**config.mk**
```make
export PLATFORM = sky130hd
export DESIGN_NAME = eeprom_i2c_target
export DESIGN_NICKNAME = d
export VERILOG_FILES = /design/src/rtl/eei_pkg.sv /design/src/rtl/eei_line_filter.sv /design/src/rtl/eei_store.sv /design/src/rtl/eei_proto.sv /design/src/rtl/eeprom_i2c_target.sv
export SDC_FILE = /design/constraint.sdc
export NUM_CORES = 2
export LEC_CHECK = 0
export ABC_AREA = 1
export ABC_CLOCK_PERIOD_IN_PS = 2200
export BUFFER_PORTS_ARGS = -buffer_cell sky130_fd_sc_hd__buf_2
export CAP_MARGIN = 20
export CORE_ASPECT_RATIO = 1.75
export CORE_MARGIN = 2
export CORE_UTILIZATION = 33
export CTS_CLUSTER_SIZE = 30
export DETAILED_ROUTE_END_ITERATION = 8
export GPL_TIMING_DRIVEN = 0
export PLACE_DENSITY = 0.55
export SLEW_MARGIN = 0
export SYNTH_ARGS = -nofsm -noshare
export SYNTH_HDL_FRONTEND = slang
export SYNTH_SLANG_ARGS = --single-unit
```
**constraint.sdc**
```tcl
create_clock -name clk -period 2.2 [get_ports clk]
set_input_delay 0.22 -clock clk [delete_from_list [all_inputs] [get_ports clk]]
set_output_delay 0.22 -clock clk [all_outputs]
set_load 0.05 [all_outputs]
```
**src/rtl/eei_pkg.sv**
```systemverilog
// Shared types for the serial EEPROM target.
// Assumes nothing beyond the two-wire framing: 8 data bits, then one acknowledge bit.
package eei_pkg;

    // Bus-level phase of the target.
    typedef enum logic [2:0] {
        ST_IDLE,
        ST_RX,
        ST_RX_ACK,
        ST_TX,
        ST_TX_ACK
    } bus_state_e;

    // Meaning of the byte currently being received.
    typedef enum logic [1:0] {
        RX_CTRL,
        RX_AHI,
        RX_ALO,
        RX_DATA
    } rx_role_e;

    // Device-type code expected in bits 7:4 of the control byte.
    localparam logic [3:0] DEV_TYPE = 4'b1010;

endpackage

```
**src/rtl/eei_line_filter.sv**
```systemverilog
// Synchronises one bus line into clk and removes short pulses.
// The output moves only after FILT_LEN consecutive equal samples.
// Assumes FILT_LEN >= 2. Resets to the idle-high bus level.
module eei_line_filter #(
    parameter int FILT_LEN = 3
) (
    input  logic clk,
    input  logic rst_n,
    input  logic raw,
    output logic clean
);

    logic [1:0]          sync_q;
    logic [FILT_LEN-1:0] hist_q;

    // Two-flop synchroniser, a sample history, and a filtered level.
    always_ff @(posedge clk) begin
        if (!rst_n) begin
            sync_q <= '1;
            hist_q <= '1;
            clean  <= 1'b1;
        end else begin
            sync_q <= {sync_q[0], raw};
            hist_q <= {hist_q[FILT_LEN-2:0], sync_q[1]};
            if (&hist_q) begin
                clean <= 1'b1;
            end else if (~|hist_q) begin
                clean <= 1'b0;
            end
        end
    end

endmodule

```
**src/rtl/eei_store.sv**
```systemverilog
// Memory array, page buffer and write-cycle timer.
// Written bytes collect in the buffer. A commit request copies the valid
// bytes into the addressed page in one clock and loads the busy timer.
// A drop empties the buffer without writing anything.
// Assumes MEM_BYTES and PAGE_BYTES are powers of two, with 2 <= PAGE_BYTES < MEM_BYTES.
module eei_store #(
    parameter int MEM_BYTES    = 128,
    parameter int PAGE_BYTES   = 8,
    parameter int WRITE_CYCLES = 500,
    localparam int AW = $clog2(MEM_BYTES),
    localparam int PW = $clog2(PAGE_BYTES),
    localparam int TW = $clog2(WRITE_CYCLES + 1)
) (
    input  logic          clk,
    input  logic          rst_n,
    input  logic          wr_en,
    input  logic [AW-1:0] wr_addr,
    input  logic [7:0]    wr_data,
    input  logic          drop,
    input  logic          commit_req,
    input  logic [AW-1:0] rd_addr,
    output logic [7:0]    rd_data,
    output logic          busy,
    output logic          commit
);

    logic [7:0]         mem_q  [MEM_BYTES];
    logic [7:0]         pbuf_q [PAGE_BYTES];
    logic [PAGE_BYTES-1:0] pvalid_q;
    logic [AW-PW-1:0]   page_q;
    logic [TW-1:0]      timer_q;

    assign commit  = commit_req && (|pvalid_q);
    assign busy    = (timer_q != '0);
    assign rd_data = mem_q[rd_addr];

    // Page buffer: fill on each write, empty on drop or commit.
    always_ff @(posedge clk) begin
        if (!rst_n) begin
            pvalid_q <= '0;
            page_q   <= '0;
            for (int i = 0; i < PAGE_BYTES; i++) pbuf_q[i] <= 8'h00;
        end else if (drop || commit) begin
            pvalid_q <= '0;
        end else if (wr_en) begin
            pbuf_q[wr_addr[PW-1:0]]   <= wr_data;
            pvalid_q[wr_addr[PW-1:0]] <= 1'b1;
            page_q                    <= wr_addr[AW-1:PW];
        end
    end

    // Array: clear on reset, take the buffered bytes on commit.
    always_ff @(posedge clk) begin
        if (!rst_n) begin
            for (int i = 0; i < MEM_BYTES; i++) mem_q[i] <= 8'h00;
        end else if (commit) begin
            for (int i = 0; i < PAGE_BYTES; i++) begin
                if (pvalid_q[i]) mem_q[{page_q, PW'(i)}] <= pbuf_q[i];
            end
        end
    end

    // Write-cycle timer: load on commit, count down to zero.
    always_ff @(posedge clk) begin
        if (!rst_n) begin
            timer_q <= '0;
        end else if (commit) begin
            timer_q <= TW'(WRITE_CYCLES);
        end else if (timer_q != '0) begin
            timer_q <= timer_q - 1'b1;
        end
    end

endmodule

```
**src/rtl/eei_proto.sv**
```systemverilog
// Bus protocol engine. Receives the filtered lines, detects start, stop and
// clock edges, and steps through the control, address, data and acknowledge
// phases. It owns the address pointer.
// Assumes the filtered clock and data never change in the same clock.
module eei_proto
    import eei_pkg::*;
#(
    parameter int AW         = 7,
    parameter int PW         = 3,
    parameter int ADDR_BYTES = 1
) (
    input  logic          clk,
    input  logic          rst_n,
    input  logic          scl,
    input  logic          sda,
    input  logic          busy,
    input  logic [7:0]    rd_data,
    output logic          sda_oe,
    output logic          wr_en,
    output logic [AW-1:0] wr_addr,
    output logic [7:0]    wr_data,
    output logic          drop,
    output logic          commit_req,
    output logic          ctrl_ack,
    output logic [AW-1:0] ptr
);

    logic       scl_q, sda_q;
    logic       rise, fall, start_ev, stop_ev;
    bus_state_e state_q;
    rx_role_e   role_q;
    logic [2:0] cnt_q;
    logic [7:0] sr_q;
    logic [6:0] tx_q;
    logic [7:0] ahi_q;
    logic [2:0] cbits_q;
    logic       go_tx_q, done_q, mack_q;
    logic [AW-1:0] full_addr;

    assign rise     = scl && !scl_q;
    assign fall     = !scl && scl_q;
    assign start_ev = scl && scl_q && sda_q && !sda;
    assign stop_ev  = scl && scl_q && !sda_q && sda;

    // Build the full address from the stored high part and the low byte.
    always_comb begin
        if (ADDR_BYTES == 2) full_addr = AW'({ahi_q, sr_q});
        else                 full_addr = AW'({cbits_q, sr_q});
    end

    // Keep the previous line levels for edge and condition detection.
    always_ff @(posedge clk) begin
        if (!rst_n) begin
            scl_q <= 1'b1;
            sda_q <= 1'b1;
        end else begin
            scl_q <= scl;
            sda_q <= sda;
        end
    end

    // Main protocol sequencer.
    always_ff @(posedge clk) begin
        if (!rst_n) begin
            state_q    <= ST_IDLE;
            role_q     <= RX_CTRL;
            cnt_q      <= '0;
            sr_q       <= '0;
            tx_q       <= '0;
            ahi_q      <= '0;
            cbits_q    <= '0;
            go_tx_q    <= 1'b0;
            done_q     <= 1'b0;
            mack_q     <= 1'b0;
            sda_oe     <= 1'b0;
            wr_en      <= 1'b0;
            wr_addr    <= '0;
            wr_data    <= '0;
            drop       <= 1'b0;
            commit_req <= 1'b0;
            ctrl_ack   <= 1'b0;
            ptr        <= '0;
        end else begin
            wr_en      <= 1'b0;
            drop       <= 1'b0;
            commit_req <= 1'b0;
            ctrl_ack   <= 1'b0;
            if (start_ev) begin
                state_q <= ST_RX;
                role_q  <= RX_CTRL;
                cnt_q   <= '0;
                done_q  <= 1'b0;
                sda_oe  <= 1'b0;
                drop    <= 1'b1;
            end else if (stop_ev) begin
                state_q    <= ST_IDLE;
                sda_oe     <= 1'b0;
                commit_req <= 1'b1;
            end else begin
                unique case (state_q)
                    ST_IDLE: begin
                    end
                    ST_RX: begin
                        if (rise) begin
                            sr_q  <= {sr_q[6:0], sda};
                            cnt_q <= cnt_q + 1'b1;
                            if (cnt_q == 3'd7) done_q <= 1'b1;
                        end else if (fall && done_q) begin
                            done_q <= 1'b0;
                            cnt_q  <= '0;
                            unique case (role_q)
                                RX_CTRL: begin
                                    if (sr_q[7:4] == DEV_TYPE && !busy) begin
                                        sda_oe   <= 1'b1;
                                        ctrl_ack <= 1'b1;
                                        cbits_q  <= sr_q[3:1];
                                        go_tx_q  <= sr_q[0];
                                        state_q  <= ST_RX_ACK;
                                        role_q   <= (ADDR_BYTES == 2) ? RX_AHI : RX_ALO;
                                    end else begin
                                        state_q <= ST_IDLE;
                                    end
                                end
                                RX_AHI: begin
                                    ahi_q   <= sr_q;
                                    role_q  <= RX_ALO;
                                    sda_oe  <= 1'b1;
                                    state_q <= ST_RX_ACK;
                                end
                                RX_ALO: begin
                                    ptr     <= full_addr;
                                    role_q  <= RX_DATA;
                                    sda_oe  <= 1'b1;
                                    state_q <= ST_RX_ACK;
                                end
                                RX_DATA: begin
                                    wr_en   <= 1'b1;
                                    wr_addr <= ptr;
                                    wr_data <= sr_q;
                                    ptr     <= {ptr[AW-1:PW], ptr[PW-1:0] + 1'b1};
                                    sda_oe  <= 1'b1;
                                    state_q <= ST_RX_ACK;
                                end
                            endcase
                        end
                    end
                    ST_RX_ACK: begin
                        if (fall) begin
                            go_tx_q <= 1'b0;
                            if (go_tx_q) begin
                                tx_q    <= rd_data[6:0];
                                sda_oe  <= ~rd_data[7];
                                cnt_q   <= '0;
                                state_q <= ST_TX;
                            end else begin
                                sda_oe  <= 1'b0;
                                state_q <= ST_RX;
                            end
                        end
                    end
                    ST_TX: begin
                        if (fall) begin
                            if (cnt_q == 3'd7) begin
                                sda_oe  <= 1'b0;
                                state_q <= ST_TX_ACK;
                            end else begin
                                sda_oe <= ~tx_q[6];
                                tx_q   <= {tx_q[5:0], 1'b0};
                                cnt_q  <= cnt_q + 1'b1;
                            end
                        end
                    end
                    ST_TX_ACK: begin
                        if (rise) begin
                            mack_q <= !sda;
                            ptr    <= ptr + 1'b1;
                        end else if (fall) begin
                            if (mack_q) begin
                                tx_q    <= rd_data[6:0];
                                sda_oe  <= ~rd_data[7];
                                cnt_q   <= '0;
                                state_q <= ST_TX;
                            end else begin
                                state_q <= ST_IDLE;
                            end
                        end
                    end
                    default: state_q <= ST_IDLE;
                endcase
            end
        end
    end

endmodule

```
**src/rtl/eeprom_i2c_target.sv**
```systemverilog
// Top of the serial EEPROM target: line filters, protocol engine and storage.
// Assumes the pad ties the data line low whenever sda_oe is 1, and that
// the system clock is many times faster than the bus clock.
module eeprom_i2c_target #(
    parameter int MEM_BYTES    = 128,
    parameter int PAGE_BYTES   = 8,
    parameter int ADDR_BYTES   = 1,
    parameter int WRITE_CYCLES = 500,
    parameter int FILT_LEN     = 3
) (
    input  logic clk,
    input  logic rst_n,
    input  logic scl_i,
    input  logic sda_i,
    output logic sda_oe
);

    localparam int AW = $clog2(MEM_BYTES);
    localparam int PW = $clog2(PAGE_BYTES);

    logic [1:0]    raw_lines, clean_lines;
    logic          scl_f, sda_f;
    logic          busy, commit, ctrl_ack;
    logic          wr_en, drop, commit_req;
    logic [AW-1:0] wr_addr, ptr;
    logic [7:0]    wr_data, rd_data;

    assign raw_lines = {sda_i, scl_i};
    assign scl_f     = clean_lines[0];
    assign sda_f     = clean_lines[1];

    for (genvar g = 0; g < 2; g++) begin : g_line
        eei_line_filter #(.FILT_LEN(FILT_LEN)) i_filt (
            .clk   (clk),
            .rst_n (rst_n),
            .raw   (raw_lines[g]),
            .clean (clean_lines[g])
        );
    end

    eei_proto #(.AW(AW), .PW(PW), .ADDR_BYTES(ADDR_BYTES)) i_proto (
        .clk        (clk),
        .rst_n      (rst_n),
        .scl        (scl_f),
        .sda        (sda_f),
        .busy       (busy),
        .rd_data    (rd_data),
        .sda_oe     (sda_oe),
        .wr_en      (wr_en),
        .wr_addr    (wr_addr),
        .wr_data    (wr_data),
        .drop       (drop),
        .commit_req (commit_req),
        .ctrl_ack   (ctrl_ack),
        .ptr        (ptr)
    );

    eei_store #(
        .MEM_BYTES    (MEM_BYTES),
        .PAGE_BYTES   (PAGE_BYTES),
        .WRITE_CYCLES (WRITE_CYCLES)
    ) i_store (
        .clk        (clk),
        .rst_n      (rst_n),
        .wr_en      (wr_en),
        .wr_addr    (wr_addr),
        .wr_data    (wr_data),
        .drop       (drop),
        .commit_req (commit_req),
        .rd_addr    (ptr),
        .rd_data    (rd_data),
        .busy       (busy),
        .commit     (commit)
    );

endmodule

```
# After elaboration in Yosys (flattened, before gate mapping)
# Memory sizes are Yosys's and may differ from the RTL's.
# Index checks and enable logic that the tools add are counted.
# Widths: inputs -> output; s select.
classes:
  addsub: 4
  magnitude_cmp: 2
  eq_ne: 37
  muxes: 131
  n_bitwise: 11
  n_reduce_logical: 63
op_table:
  columns: ["op", "count"]
  rows:
  - ["$mux 7", 18]
  - ["$reduce_or 8->1", 10]
  - ["$mux 8", 9]
  - ["$mux 1", 70]
  - ["$mux 3", 17]
  - ["$reduce_and 8->1", 4]
  - ["$pmux 7 s2", 2]
  - ["$ne 2x1->1 const B", 12]
  - ["$pmux 7 s3", 1]
  - ["$ne 4x1->1 const B", 5]
  - ["$reduce_and 10->1", 2]
  - ["$mux 9", 2]
  - ["$pmux 3 s5", 1]
  - ["$pmux 3 s4", 1]
  - ["$reduce_and 4->1", 3]
  - ["$reduce_and 6->1", 2]
  - ["$reduce_or 3->1", 4]
  - ["$logic_and 1x1->1", 11]
  - ["$ne 2x2->1 const B", 5]
  - ["$not 1->1", 10]
  - ["$reduce_or 2->1", 5]
  - ["$ne 3x1->1 const B", 3]
  - ["$reduce_and 9->1", 1]
  - ["$reduce_bool 9->1", 1]
  - ["31 further kinds", 49]
word_totals:
  register_bits: 87
  ramBits: 1088
  wordCells: 279
  memories: 2
mem_list:
  columns: ["memory", "depth", "word_bits", "read_ports", "rd_clocked_by_memory_dff", "write_ports", "line", "rtl"]
  rows:
  - ["i_store.mem_q", 128, 8, 1, 0, 128, "eei_store.sv:27", "logic [7:0] mem_q [MEM_BYTES];"]
  - ["i_store.pbuf_q", 8, 8, 8, 0, 8, "eei_store.sv:28", "logic [7:0] pbuf_q [PAGE_BYTES];"]

# Logic depth before layout (Yosys ltp)
logic_depth:
  word_depth: 10
  depth_mapped: 16

# Cells and area by module
# Synthesis repeated with hierarchy kept, for this count alone.
unflattened:
  cells_unflattened: 5575
  area_unflattened_um2: 52885.7
modules_own_cells:
  columns: ["mod", "n_inst", "cells_per_inst", "area_each_um2", "seq_area_each_um2"]
  rows:
  - ["eei_store", 1, 5113, 49777.7, 33091.7]
  - ["eei_proto", 1, 414, 2730.1, 1101.1]
  - ["eei_line_filter", 2, 24, 188.9, 120.1]

# Least setup slack after synthesis
# Ideal clock, no wire load.
synth_timing:
  path_kind: "reg2reg"
  start: "register i_store.pvalid_q[2]"
  end: "memory i_store.pbuf_q[4][0] (enable)"
  t_arrival_ps: 1731
  slack_ps: 140
  stages_incl_launch_ff: 9
  n_path_buf: 1
  synth_period_minus_slack_ps: 2060
  path_cell_list: "dfxtp_1 inv_1 nand4_1 o21ai_4 buf_6 nand4_2 nor2_4 nand2_4 nand2_1"
synth_lines:
  columns: ["element", "line", "rtl"]
  rows:
  - ["start, declared", "eei_store.sv:29", "logic [PAGE_BYTES-1:0] pvalid_q;"]
  - ["start signal, assigned", "eei_store.sv:40", "pvalid_q <= '0;"]
  - ["start signal, assigned", "eei_store.sv:44", "pvalid_q <= '0;"]
  - ["start signal, assigned by index", "eei_store.sv:47", "pvalid_q[wr_addr[PW-1:0]] <= 1'b1;"]
  - ["end, declared", "eei_store.sv:28", null]

# Final worst setup path
layout_timing:
  start: "register i_proto.ptr[0]"
  end: "register i_proto.tx_q[6]"
layout_between:
  elab_chain_len: 5
  word_cells_on_any_way: 7
  cone_classes: "mux: 6; memory: 1"
layout_rtl:
  columns: ["element", "line", "rtl"]
  rows:
  - ["start, declared", "eei_proto.sv:25", "output logic [AW-1:0] ptr"]
  - ["start signal, assigned", "eei_proto.sv:131", "ptr <= full_addr;"]
  - ["start signal, assigned", "eei_proto.sv:140", "ptr <= {ptr[AW-1:PW], ptr[PW-1:0] + 1'b1};"]
  - ["start signal, assigned", "eei_proto.sv:176", "ptr <= ptr + 1'b1;"]
  - ["$mem_v2 128x8 (*)", null, null]
  - ["$mux 7", "eei_proto.sv:178", "if (mack_q) begin"]
  - ["$mux 7", "eei_proto.sv:177", "end else if (fall) begin"]
  - ["$mux 7", "eei_proto.sv:174", "if (rise) begin"]
  - ["$pmux 7 s3 (*)", "eei_proto.sv:100", "unique case (state_q)"]
  - ["end signal, assigned", "eei_proto.sv:151", "tx_q <= rd_data[6:0];"]
  - ["end signal, assigned", "eei_proto.sv:168", "tx_q <= {tx_q[5:0], 1'b0};"]
  - ["end signal, assigned", "eei_proto.sv:179", "tx_q <= rd_data[6:0];"]
  - ["end, declared", "eei_proto.sv:34", "logic [6:0] tx_q;"]
# Mark *: on every way between the ends. The rest lies on a longest branch, timed or not. The select of a mux whose other input is x is not followed.
# A chain may end at the register's enable or synchronous reset.

==> impl_metrics.json <==
{
  "critPathLaunchType": "flop",
  "reg2reg_slack_ns": -0.38,
  "cts_tree": "built",
  "power.switching_mw": 29.2,
  "dp_hpwl_um": 229000,
  "intPower_mw": 43.4,
  "cts_inserted_buffers": 108,
  "grt_use_met3_pct": 11.0,
  "die_h_um": 532,
  "core_sq_um": 158000,
  "place_inst": 7642,
  "timing_worst_slew_pin_value_ns": 1.27,
  "drive_gt1_share_pct": 19.7,
  "hold_viol": 0,
  "syn_inst": 5507,
  "clk_transition_reported_paths_ns": 0.07,
  "fill_cells": 15290,
  "endpoint_kind": "flop",
  "hold_class": "in -> reg",
  "max_cap_violations": 0,
  "setup_viol": 97,
  "grt_max_degree": 17,
  "htree_levels": 3,
  "path_class": "reg -> reg",
  "synth.net_count": 5515,
  "layout_common_cells": "1490 x nor2_1, 1088 x edfxtp_1, 941 x nand2_1",
  "reg2reg_depth": 13,
  "pwr_density_cell_nw_per_um2": 1090,
  "leakage_nw": 25.9,
  "yosysWarnings": 0,
  "die-area_sq_um": 163000,
  "syn-cell-area_sq_um": 52600,
  "num_rows": 193,
  "met2_usage_pct": 59.6,
  "rsz0062_at_grt": "yes",
  "io_pins": 5,
  "first_iter_violations": 6419,
  "wl_um": 306000,
  "seqCellArea_sq_um": 34400,
  "synth-seq-cells": 1175,
  "violations": "setup timing",
  "final_cells": 7964,
  "worstHoldStart": "sda_i",
  "fin_nets": 5821,
  "vdd_drop_max_mv": 0.743,
  "relSlewSlack_pct": 15.5,
  "p_comb_share_pct": 36.2,
  "cp.required_ns": 2.92,
  "grt_overflow": 0,
  "seq_power_share_pct": 35.8,
  "synth-seq-area-share_pct": 65.4,
  "fin_skew_ns": 0.0461,
  "start_util_pct": 33.3,
  "cp-startpoint": "i_proto.ptr[0]",
  "clockPowerShare_pct": 27.9,
  "clk_latency_ns": 0.78,
  "min_period_ns": 2.58,
  "whs_path_depth": 3,
  "clkSinkCount": 1175,
  "avgSynthCellArea_sq_um": 9.55,
  "multi_input_area_sq_um": 19300,
  "worst_slack_ns": -0.383,
  "root_buffer": "clkbuf_16",
  "period_share_pct": 117,
  "cp_max_fo": 8,
  "clockBufferDepth": 3,
  "yosysTopAreaCell": "edfxtp_1",
  "gp_congestion": 1.08,
  "fin_tns_setup_ns": -5.71,
  "synth.area.top_cells": "edfxtp_1 62%, nor2_1 11%, nand2_1 8.7%, nand3_1 5.7%, dfxtp_1 3.3%",
  "antenna_found_initial": 12,
  "timing.rr.start": "i_proto.ptr[0]",
  "die_x_um": 306,
  "syn_to_final_growth_pct": 26.7,
  "fmax_mhz": 387,
  "p_sw_share_pct": 40.2,
  "use_met1_pct": 36.4,
  "grt_pass1_wl_um": 397000,
  "synth_top_area_share_pct": 62.1,
  "layout_commonest_cell": "nor2_1",
  "detail-route-antenna-nets": 0,
  "grt_usage_pct": 37.1,
  "drt_pass1_iterations": 8,
  "dr_total_vias": 46426,
  "viasPerCell": 5.83,
  "route.detailed.drc": 0,
  "grt_pass1_vias": 44116,
  "io_buffers": 4,
  "worstPathArrival_ns": 3.30,
  "slew_viol_final": 0,
  "run_status": "finished with violations",
  "wl_per_cell_um": 38.5,
  "grt_busiest_layer": "met2",
  "synthDistinctLibCells": 41
}
-- cell families after synthesis --
family / synth area share, %
buf+inv: 4.02
xor+xnor: 0.0167
flops: 65.4
fa+ha+maj: 0.0952
compound gates: 4.33
simple gates: 26.1
mux: 0.0214
-- cells in the mapped netlist, drive strengths merged --
cell	count
or2	11
o21a	2
mux2	1
o21ai	257
nor2	1527
a31oi	6
clkbuf	168
a21oi	88
a21boi	1
ha	4
a22oi	2
nand3b	1
o211ai	56
nand2	1230
xnor2	1
edfxtp	1088
nand3	603
nor3	17
dfxtp	87
nand4	6
o31ai	1
o22ai	1
clkinv	4
inv	189
buf	151
nor3b	1
a211oi	4
-- metal layers --
metal  vias to the layer above  routed length (um)
met1                     22575               92900
met3                      1315               30800
met2                      3426              141000
met4                         4               41800
li1                      19106                   -
met5                         -                  30
-- power by group through the flow --
stage | Sequential [mW] | Clock, mW | Combinational (mW)
2_1_floorplan | 26.2 | 0 | 8.46
3_3_place_gp | 26.4 | 0 | 19.7
3_5_place_dp | 26.5 | 0 | 20.2
4_1_cts | 26.0 | 20.1 | 23.0
5_1_grt | 26.1 | 20.9 | 26.0
6_report | 26.0 | 20.3 | 26.3
-- registers in the layout, indices dropped and copies added (netlist names), 7 cells and up --
| signal | flops |
|---|---|
| i_proto.ptr | 7 |
| i_proto.sr_q | 8 |
| i_proto.tx_q | 7 |
| i_proto.wr_addr | 7 |
| i_proto.wr_data | 8 |
| i_store.mem_q | 1024 |
| i_store.pbuf_q | 64 |
| i_store.pvalid_q | 8 |
| i_store.timer_q | 9 |
-- worst paths after layout --
| kind | end |
|---|---|
| setup / recovery | i_proto.tx_q[6] |
| hold / removal | g_line[1].i_filt.sync_q[0] |
| setup reg to reg | i_proto.tx_q[6] |
| hold reg to reg | g_line[1].i_filt.hist_q[0] |
-- repair_timing --
action / in CTS / in global routing
resized for setup: 1053 / 386
gates cloned: 4 / 9
buffers inserted: 67 / 28
hold buffers: 2 / 0
pin swaps: 62 / 79
setup endpoints to repair: 2084 / 1009
hold endpoints to repair: 2 / 0
-- layout make-up --
class	count	area share, %
Sequential cell	1175	51.6
Multi-Input combinational cell	3824	28.9
Buffer	316	4.98
Clock buffer	126	4.28
Timing Repair Buffer	195	3.96
Tap cell	2047	3.84
Clock inverter	76	1.20
Inverter	193	1.11
Antenna cell	12	0.0450
-- per-stage QoR --
stage          hold slack, ns  cell area (sq um)  power [mW]  setup WS, ns  utilization (%)
4_1_cts                 0.248              64500        69.1        -0.275             40.8
3_5_place_dp            0.402              56500        46.7         -1.86             35.7
5_1_grt                 0.242              66600        72.9        -0.308             42.1
2_1_floorplan           0.327              52600        34.7         0.140                -
6_report                0.233              66700        72.6        -0.383             42.1
3_3_place_gp            0.403              55200        46.1         -2.17             34.9
-- worst max-delay path, stage by stage, from the launching register on --
cell	delay (ns)
dfxtp_4	0.49
buf_12	0.20
buf_16	0.15
buf_12	0.16
nor2_4	0.03
o211ai_1	0.40
nand3_1	0.22
nand2_2	0.19
nand2_2	0.07
nand2_2	0.08
nor2_4	0.06
nand2_4	0.12
nand3_4	0.14
a21oi_2	0.16
Power figures use the tool's default switching activity.
